**config.mk**
```make
export PLATFORM = sky130hd
export DESIGN_NAME = alu_shift_unit
export DESIGN_NICKNAME = d
export VERILOG_FILES = /design/src/rtl/alu_fu_pkg.sv /design/src/rtl/fu_arith.sv /design/src/rtl/fu_logic.sv /design/src/rtl/fu_shift.sv /design/src/rtl/alu_shift_unit.sv
export SDC_FILE = /design/constraint.sdc
export NUM_CORES = 1
export LEC_CHECK = 0
export BUFFER_PORTS_ARGS = -buffer_cell sky130_fd_sc_hd__buf_2
export CORE_MARGIN = 4
export CORE_UTILIZATION = 57
export DETAILED_ROUTE_END_ITERATION = 16
export PLACE_DENSITY_LB_ADDON = 0.15
export SYNTH_ARGS = -nofsm -noshare
export SYNTH_HDL_FRONTEND = slang
export SYNTH_HIERARCHICAL = 1
export SYNTH_SLANG_ARGS = --single-unit
```
**constraint.sdc**
```tcl
create_clock -name vclk -period 5.8
set_input_delay 0.87 -clock vclk [all_inputs]
set_output_delay 0.87 -clock vclk [all_outputs]
set_load 0.01 [all_outputs]
```
**src/rtl/alu_fu_pkg.sv**
```systemverilog
package alu_fu_pkg;

   localparam int FSEL_W = 5;

   typedef enum int {
      ADD_RIPPLE,
      ADD_VECTOR
   } adder_kind_e;

   typedef enum logic [1:0] {
      SH_PASS  = 2'b00,
      SH_RIGHT = 2'b01,
      SH_LEFT  = 2'b10,
      SH_HOLD  = 2'b11
   } shift_op_e;

   typedef enum logic [1:0] {
      LG_AND = 2'b00,
      LG_OR  = 2'b01,
      LG_XOR = 2'b10,
      LG_NOT = 2'b11
   } logic_op_e;

   typedef enum logic [1:0] {
      OPB_ZERO = 2'b00,
      OPB_TRUE = 2'b01,
      OPB_INV  = 2'b10,
      OPB_ONES = 2'b11
   } opb_sel_e;

endpackage

```
**src/rtl/fu_arith.sv**
```systemverilog
module fu_arith
   import alu_fu_pkg::*;
#(
   parameter int          WIDTH      = 8,
   parameter adder_kind_e ADDER_KIND = ADD_RIPPLE
) (
   input  logic [WIDTH-1:0] opa,
   input  logic [WIDTH-1:0] opb,
   input  opb_sel_e         bsel,
   input  logic             cin,
   output logic [WIDTH-1:0] sum,
   output logic             cout,
   output logic             cmsb
);

   localparam int LOW_W = WIDTH - 1;

   logic [WIDTH-1:0] yop;

   always_comb begin
      unique case (bsel)
         OPB_ZERO: yop = '0;
         OPB_TRUE: yop = opb;
         OPB_INV:  yop = ~opb;
         default:  yop = '1;
      endcase
   end

   generate
      if (ADDER_KIND == ADD_RIPPLE) begin : g_ripple
         logic [WIDTH:0] cy;
         assign cy[0] = cin;
         for (genvar i = 0; i < WIDTH; i++) begin : g_cell
            assign sum[i]  = opa[i] ^ yop[i] ^ cy[i];
            assign cy[i+1] = (opa[i] & yop[i]) | (cy[i] & (opa[i] ^ yop[i]));
         end
         assign cout = cy[WIDTH];
         assign cmsb = cy[WIDTH-1];
      end else if (ADDER_KIND == ADD_VECTOR) begin : g_vector
         logic [LOW_W:0] low;
         assign low  = {1'b0, opa[LOW_W-1:0]} + {1'b0, yop[LOW_W-1:0]}
                       + {{LOW_W{1'b0}}, cin};
         assign cmsb = low[LOW_W];
         assign sum  = {opa[WIDTH-1] ^ yop[WIDTH-1] ^ low[LOW_W], low[LOW_W-1:0]};
         assign cout = (opa[WIDTH-1] & yop[WIDTH-1])
                     | (low[LOW_W] & (opa[WIDTH-1] ^ yop[WIDTH-1]));
      end else begin : g_bad_kind
         $error("fu_arith: unsupported ADDER_KIND");
      end
   endgenerate

endmodule

```
**src/rtl/fu_logic.sv**
```systemverilog
module fu_logic
   import alu_fu_pkg::*;
#(
   parameter int WIDTH = 8
) (
   input  logic [WIDTH-1:0] opa,
   input  logic [WIDTH-1:0] opb,
   input  logic_op_e        op,
   output logic [WIDTH-1:0] res
);

   always_comb begin
      unique case (op)
         LG_AND:  res = opa & opb;
         LG_OR:   res = opa | opb;
         LG_XOR:  res = opa ^ opb;
         default: res = ~opa;
      endcase
   end

endmodule

```
**src/rtl/fu_shift.sv**
```systemverilog
module fu_shift
   import alu_fu_pkg::*;
#(
   parameter int WIDTH = 8
) (
   input  logic [WIDTH-1:0] din,
   input  shift_op_e        op,
   input  logic             fill_r,
   input  logic             fill_l,
   output logic [WIDTH-1:0] dout
);

   generate
      for (genvar i = 0; i < WIDTH; i++) begin : g_bit
         logic from_hi;
         logic from_lo;
         if (i == WIDTH - 1) begin : g_top
            assign from_hi = fill_r;
         end else begin : g_mid_hi
            assign from_hi = din[i+1];
         end
         if (i == 0) begin : g_bot
            assign from_lo = fill_l;
         end else begin : g_mid_lo
            assign from_lo = din[i-1];
         end
         assign dout[i] = (op == SH_RIGHT) ? from_hi :
                          (op == SH_LEFT)  ? from_lo : din[i];
      end
   endgenerate

endmodule

```
**src/rtl/alu_shift_unit.sv**
```systemverilog
module alu_shift_unit
   import alu_fu_pkg::*;
#(
   parameter int          WIDTH      = 8,
   parameter adder_kind_e ADDER_KIND = ADD_RIPPLE
) (
   input  logic [WIDTH-1:0]  a_bus,
   input  logic [WIDTH-1:0]  b_bus,
   input  logic [FSEL_W-1:0] fsel,
   output logic [WIDTH-1:0]  result,
   output logic              flag_v,
   output logic              flag_c,
   output logic              flag_n,
   output logic              flag_z
);

   localparam int MSB = WIDTH - 1;

   generate
      if (WIDTH < 2) begin : g_bad_width
         $error("alu_shift_unit: WIDTH must be at least 2");
      end
   endgenerate

   logic             use_shift;
   logic             use_logic;
   logic [WIDTH-1:0] arith_res;
   logic [WIDTH-1:0] logic_res;
   logic [WIDTH-1:0] shift_res;
   logic [WIDTH-1:0] alu_res;
   logic             add_cout;
   logic             add_cmsb;

   assign use_shift = fsel[4];
   assign use_logic = fsel[3];

   fu_arith #(
      .WIDTH      (WIDTH),
      .ADDER_KIND (ADDER_KIND)
   ) i_arith (
      .opa  (a_bus),
      .opb  (b_bus),
      .bsel (opb_sel_e'(fsel[2:1])),
      .cin  (fsel[0]),
      .sum  (arith_res),
      .cout (add_cout),
      .cmsb (add_cmsb)
   );

   fu_logic #(
      .WIDTH (WIDTH)
   ) i_logic (
      .opa (a_bus),
      .opb (b_bus),
      .op  (logic_op_e'(fsel[2:1])),
      .res (logic_res)
   );

   fu_shift #(
      .WIDTH (WIDTH)
   ) i_shift (
      .din    (b_bus),
      .op     (shift_op_e'(fsel[3:2])),
      .fill_r (1'b0),
      .fill_l (1'b0),
      .dout   (shift_res)
   );

   assign alu_res = use_logic ? logic_res : arith_res;
   assign result  = use_shift ? shift_res : alu_res;

   assign flag_z = ~|result;
   assign flag_n = result[MSB];
   assign flag_c = ~use_shift & ~use_logic & add_cout;
   assign flag_v = ~use_shift & ~use_logic & (add_cout ^ add_cmsb);

endmodule

```
# [Word-level counts from Yosys, hierarchy flattened]
# Cells that the tools add are included.
[totals] ff_bits=0 inputBits=21 out_inout_bits=12 word_cells=78
[classes] eq_ne=4 mux=20 n_bitwise=51 n_reduce_logical=3
[ops] cell="case mux 8 bit (3 select lines)" n=2
[ops] cell="bitwise AND 1 bit" n=19
[ops] cell="bitwise XOR 1 bit" n=17
[ops] cell="two-way mux 1 bit" n=16
[ops] cell="two-way mux 8 bit" n=2
[ops] cell="NOT 8 bit" n=2
[ops] cell="bitwise AND 8 bit" n=1
[ops] cell="OR 1 bit" n=8
[ops] cell="OR 8 bit" n=1
[ops] cell="OR reduction 8 bit" n=1
[ops] cell="bitwise XOR 8 bit" n=1
[ops] cell="== test 2 x 1 -> 1 bit (second input constant)" n=2
[ops] cell="== test 2 bit (second input constant)" n=2
[ops] cell="logical NOT 2 bit" n=1
[ops] cell="NOT 1 bit" n=2
[ops] cell="logical NOT 1 bit" n=1

# [Depth between registers and ports, before layout]
[logic_depth] depth_word=22 ltp_mapped=16 ltp_nobuf=16

# [Cells and area by module]
# The synthesis kept the hierarchy.
[by_module_without_submodules] mod="fu_logic" instances=1 cells_each=50 area_per_inst_um2=493.0 seq_area_each_um2=0.0
[by_module_without_submodules] mod="fu_arith" instances=1 cells_each=24 area_per_inst_um2=277.8 seq_area_each_um2=0.0
[by_module_without_submodules] mod="alu_shift_unit" instances=1 cells_each=35 area_per_inst_um2=255.2 seq_area_each_um2=0.0
[by_module_without_submodules] mod="fu_shift" instances=1 cells_each=19 area_per_inst_um2=186.4 seq_area_each_um2=0.0

# [Worst setup path before layout]
# No wires, ideal clock.
[synth_timing] path_type="input to output" start="input b_bus[0]" end="output flag_z" arrival_ns=4.809 required_ns=4.930 setup_slack_ns=0.121 stages=16 path_buffers=0 cell_sequence="mux2i_1 fa_1 inv_1 fa_1 fa_1 fa_1 fa_1 fa_1 inv_1 fa_1 inv_1 fa_1 mux2i_1 o21ai_1 or4_1 nor2_1"
[synth_via] elab_chain_cells=22 elab_cells_between_ends=38 cone_classes="8 x mux; 28 x bitwise; 2 x reduce/logical"
[synth_rtl] element="start: declaration" line_no="alu_shift_unit.sv:8" source="input logic [WIDTH-1:0] b_bus,"
[synth_rtl] element="NOT 8 bit" line_no="fu_arith.sv:24" source="OPB_INV: yop = ~opb;"
[synth_rtl] element="case mux 8 bit (3 select lines) (*)" line_no="fu_arith.sv:21" source="unique case (bsel)"
[synth_rtl] element="bitwise XOR 1 bit" line_no="fu_arith.sv:35" source="assign cy[i+1] = (opa[i] & yop[i]) | (cy[i] & (opa[i] ^ yop[i]));"
[synth_rtl] element="bitwise AND 1 bit" line_no="fu_arith.sv:35"
[synth_rtl] element="OR 1 bit (*)" line_no="fu_arith.sv:35"
[synth_rtl] element="bitwise AND 1 bit (*)" line_no="fu_arith.sv:35"
[synth_rtl] element="OR 1 bit (*)" line_no="fu_arith.sv:35"
[synth_rtl] element="bitwise AND 1 bit (*)" line_no="fu_arith.sv:35"
[synth_rtl] element="[9 not listed]"
[synth_rtl] element="net add_cmsb" line_no="alu_shift_unit.sv:32" source="logic add_cmsb;"
[synth_rtl] element="bitwise XOR 1 bit (*)" line_no="fu_arith.sv:34" source="assign sum[i] = opa[i] ^ yop[i] ^ cy[i];"
[synth_rtl] element="net arith_res[7]" line_no="alu_shift_unit.sv:27" source="logic [WIDTH-1:0] arith_res;"
[synth_rtl] element="two-way mux 8 bit (*)" line_no="alu_shift_unit.sv:69" source="assign alu_res = use_logic ? logic_res : arith_res;"
[synth_rtl] element="two-way mux 8 bit (*)" line_no="alu_shift_unit.sv:70" source="assign result = use_shift ? shift_res : alu_res;"
[synth_rtl] element="net flag_n" line_no="alu_shift_unit.sv:13" source="output logic flag_n,"
[synth_rtl] element="OR reduction 8 bit (*)" line_no="alu_shift_unit.sv:72" source="assign flag_z = ~|result;"
[synth_rtl] element="logical NOT 1 bit (*)" line_no="alu_shift_unit.sv:72"
[synth_rtl] element="end: declaration" line_no="alu_shift_unit.sv:14" source="output logic flag_z"
# Mark *: on every way through the listed nets, which the timed path passes. The rest lies on a longest branch.

# [Worst setup path in the final report]
[layout_timing] start="input b_bus[0]" end="output flag_z"
[layout_via] elab_chain_cells=22 elab_cells_between_ends=38 cone_classes="8 x mux; 28 x bitwise; 2 x reduce/logical"
[layout_rtl] element="NOT 8 bit" line_no="fu_arith.sv:24"
[layout_rtl] element="case mux 8 bit (3 select lines) (*)" line_no="fu_arith.sv:21"
[layout_rtl] element="bitwise XOR 1 bit" line_no="fu_arith.sv:35"
[layout_rtl] element="bitwise AND 1 bit" line_no="fu_arith.sv:35"
[layout_rtl] element="OR 1 bit (*)" line_no="fu_arith.sv:35"
[layout_rtl] element="bitwise AND 1 bit (*)" line_no="fu_arith.sv:35"
[layout_rtl] element="OR 1 bit (*)" line_no="fu_arith.sv:35"
[layout_rtl] element="bitwise AND 1 bit (*)" line_no="fu_arith.sv:35"
[layout_rtl] element="[8 not listed]"
[layout_rtl] element="OR 1 bit (*)" line_no="fu_arith.sv:35"
[layout_rtl] element="net add_cmsb" line_no="alu_shift_unit.sv:32"
[layout_rtl] element="bitwise XOR 1 bit (*)" line_no="fu_arith.sv:34"
[layout_rtl] element="net arith_res[7]" line_no="alu_shift_unit.sv:27"
[layout_rtl] element="two-way mux 8 bit (*)" line_no="alu_shift_unit.sv:69"
[layout_rtl] element="two-way mux 8 bit (*)" line_no="alu_shift_unit.sv:70"
[layout_rtl] element="OR reduction 8 bit (*)" line_no="alu_shift_unit.sv:72"
[layout_rtl] element="logical NOT 1 bit (*)" line_no="alu_shift_unit.sv:72"
# Marked as above.

==> metrics <==
status finished clean; final setup TNS 0 ns; Fmax 175 MHz; Layout Nets 209; Syn-to-layout area delta 15.7%; Starting Density 61.2%; Critical Path Start Type input port; Hold Vio Cnt, Final 0; DRC viols 0; initial antenna violation count 0; Fillers 163; core region area 1980 sq um; DR iter-0 viols 5; worst hold path type input port to output port; Syn. warnings 6; switching share of power 50.9%; Clock Buffer Count 0; drt pass-1 iters 4; Slew HR 65.5%; site row count 16; CTS Hold Bufs 0; postcts setup bufs 0; footprint of the multi-input gates 1020 sq um; largest net degree at the start of global routing 20; P per Cell Area 88.4 nW/um^2; routed wl met2 1230 microns; setup ws final 0.0984 ns; area leader, netlist mux2i_1; chip width 54.1 microns; Via density 5.06; cell with the most instances after synthesis inv_1; share of cells above drive strength 1 39.5%; P_int 0.0000609 W; CP max FO 2; final period utilization 98.3%; vias post-DR 956; pre-CTS WS -0.214 ns; RSZ-0062 raised after global routing yes; fin crit period 5.70 ns; Total Wirelength 2400 microns; Syn Area/Cell 9.47 sq um; Clock power frac 0%; VDD IR max 0.0000443 V; met1 WL 1070 microns; gr ovfl total 0; Synth Cell Area 1210 sq um; most frequent cells after synthesis inv_1 (32), mux2i_1 (27), ha_1 (16); DIE AREA 2930 sq um; post-route ant nets 0; routed wl met3 95 microns; register area 0 sq um; routability cong. 0.772; critical path class input port to output port; top-area cell type share of the netlist area 22.3%; final setup violation count 0; Routed WL per cell 12.7 microns; sequential cell area fraction in the yosys report 0%; gr usage total 17.3%; leak pwr 0.783 nW; Comb pwr share 100.0%; n_diodes 0; Synth area leaders mux2i_1 (22%), ha_1 (17%), mux4_2 (15%), fa_1 (13%), inv_1 (9.9%); Gate Count Post-Synth 128; hpwl dp 2070 microns; first-pass GRT wire length 3930 microns; die height 54.1 microns; Tightest Pin Transition 0.518 ns; NetSw 0.0000631 W; Max Cap Violations 0; vias in the first global route 903; I/O pins 33; number of port buffers 33; max-slew violations 0; uppermost layer routed met3; Seq cells 0; sequential power share 0%; critical path required time 4.93 ns; synth unique cells 20; arrival time of the worst setup path 4.83 ns; Worst setup EP type output port
## metrics by stage
step                area (sq um)  total power, W  std cells  utilization (%)  hold slack (ns)
floorplan                   1220       0.0000852        129                -             1.90
global placement            1390        0.000118        189             69.9             2.23
detailed placement          1390        0.000124        189             69.9             2.23
CTS                         1400        0.000126        189             70.8             2.23
global route                1400        0.000140        189             70.8             2.26
finish                      1400        0.000124        189             70.8             2.23
## repair_timing
item / 4_1_cts / 5_1_grt
gates resized for setup: 6 / 0
cloned: 0 / 0
pin swaps: 2 / 1
setup endpoints to repair: 1 / 1
hold endpoints to repair: 0 / 0
## routing by layer
| metal | GRT usage (%) | vias up |
|---|---|---|
| met5 | 0 | - |
| met4 | 0 | 0 |
| met3 | 0 | 0 |
| met2 | 32.5 | 18 |
| met1 | 23.6 | 446 |
| li1 | - | 492 |
## worst max-delay path: stages
cell and delay (ns):
buf_2 0.10, mux2i_2 0.23, fa_2 0.22, inv_1 0.05, fa_2 0.33, fa_2 0.35, fa_2 0.35, fa_2 0.35
fa_1 0.36, inv_1 0.08, fa_1 0.16, inv_1 0.06, fa_1 0.45, mux2i_1 0.15, o21ai_1 0.09, or4_1 0.42
nor2_1 0.09, buf_2 0.13
## worst paths after layout
| path | cells after the start | startpoint | end |
|---|---|---|---|
| worst max-delay path | 18 | b_bus[0] | flag_z |
| worst min-delay path | 4 | fsel[4] | result[0] |
## final cells by class
type	instances	area share [%]
Multi-Input combinational cell	89	73.0
Inverter	32	8.56
Tap cell	27	2.41
Timing Repair Buffer	41	16.1
## cells in the final DEF (no fill, tap or decap), drive strengths merged
cell / n
inv: 32
conb: 2
xnor2: 1
buf: 41
nor2: 1
mux2i: 27
fa: 8
nor3b: 1
mux2: 6
o21ai: 8
mux4: 8
ha: 16
nand2: 8
or4: 2
nor3: 1
## power by group through the flow
stage | logic, W | clock network, W | registers (W)
6_report | 0.000124 | 0 | 0
5_1_grt | 0.000140 | 0 | 0
4_1_cts | 0.000126 | 0 | 0
3_5_place_dp | 0.000124 | 0 | 0
3_3_place_gp | 0.000118 | 0 | 0
2_1_floorplan | 0.0000852 | 0 | 0
## cells by family after synthesis
group / Yosys count / share of synthesized area [%]
compound gates: 8 / 4.23
xor+xnor: 1 / 0.723
fa+ha+maj: 24 / 29.7
buf+inv: 40 / 17.2
mux: 41 / 42.7
other cells: 1 / 0.309
simple gates: 13 / 5.06
Note: power is estimated with default switching activity, not from simulation.
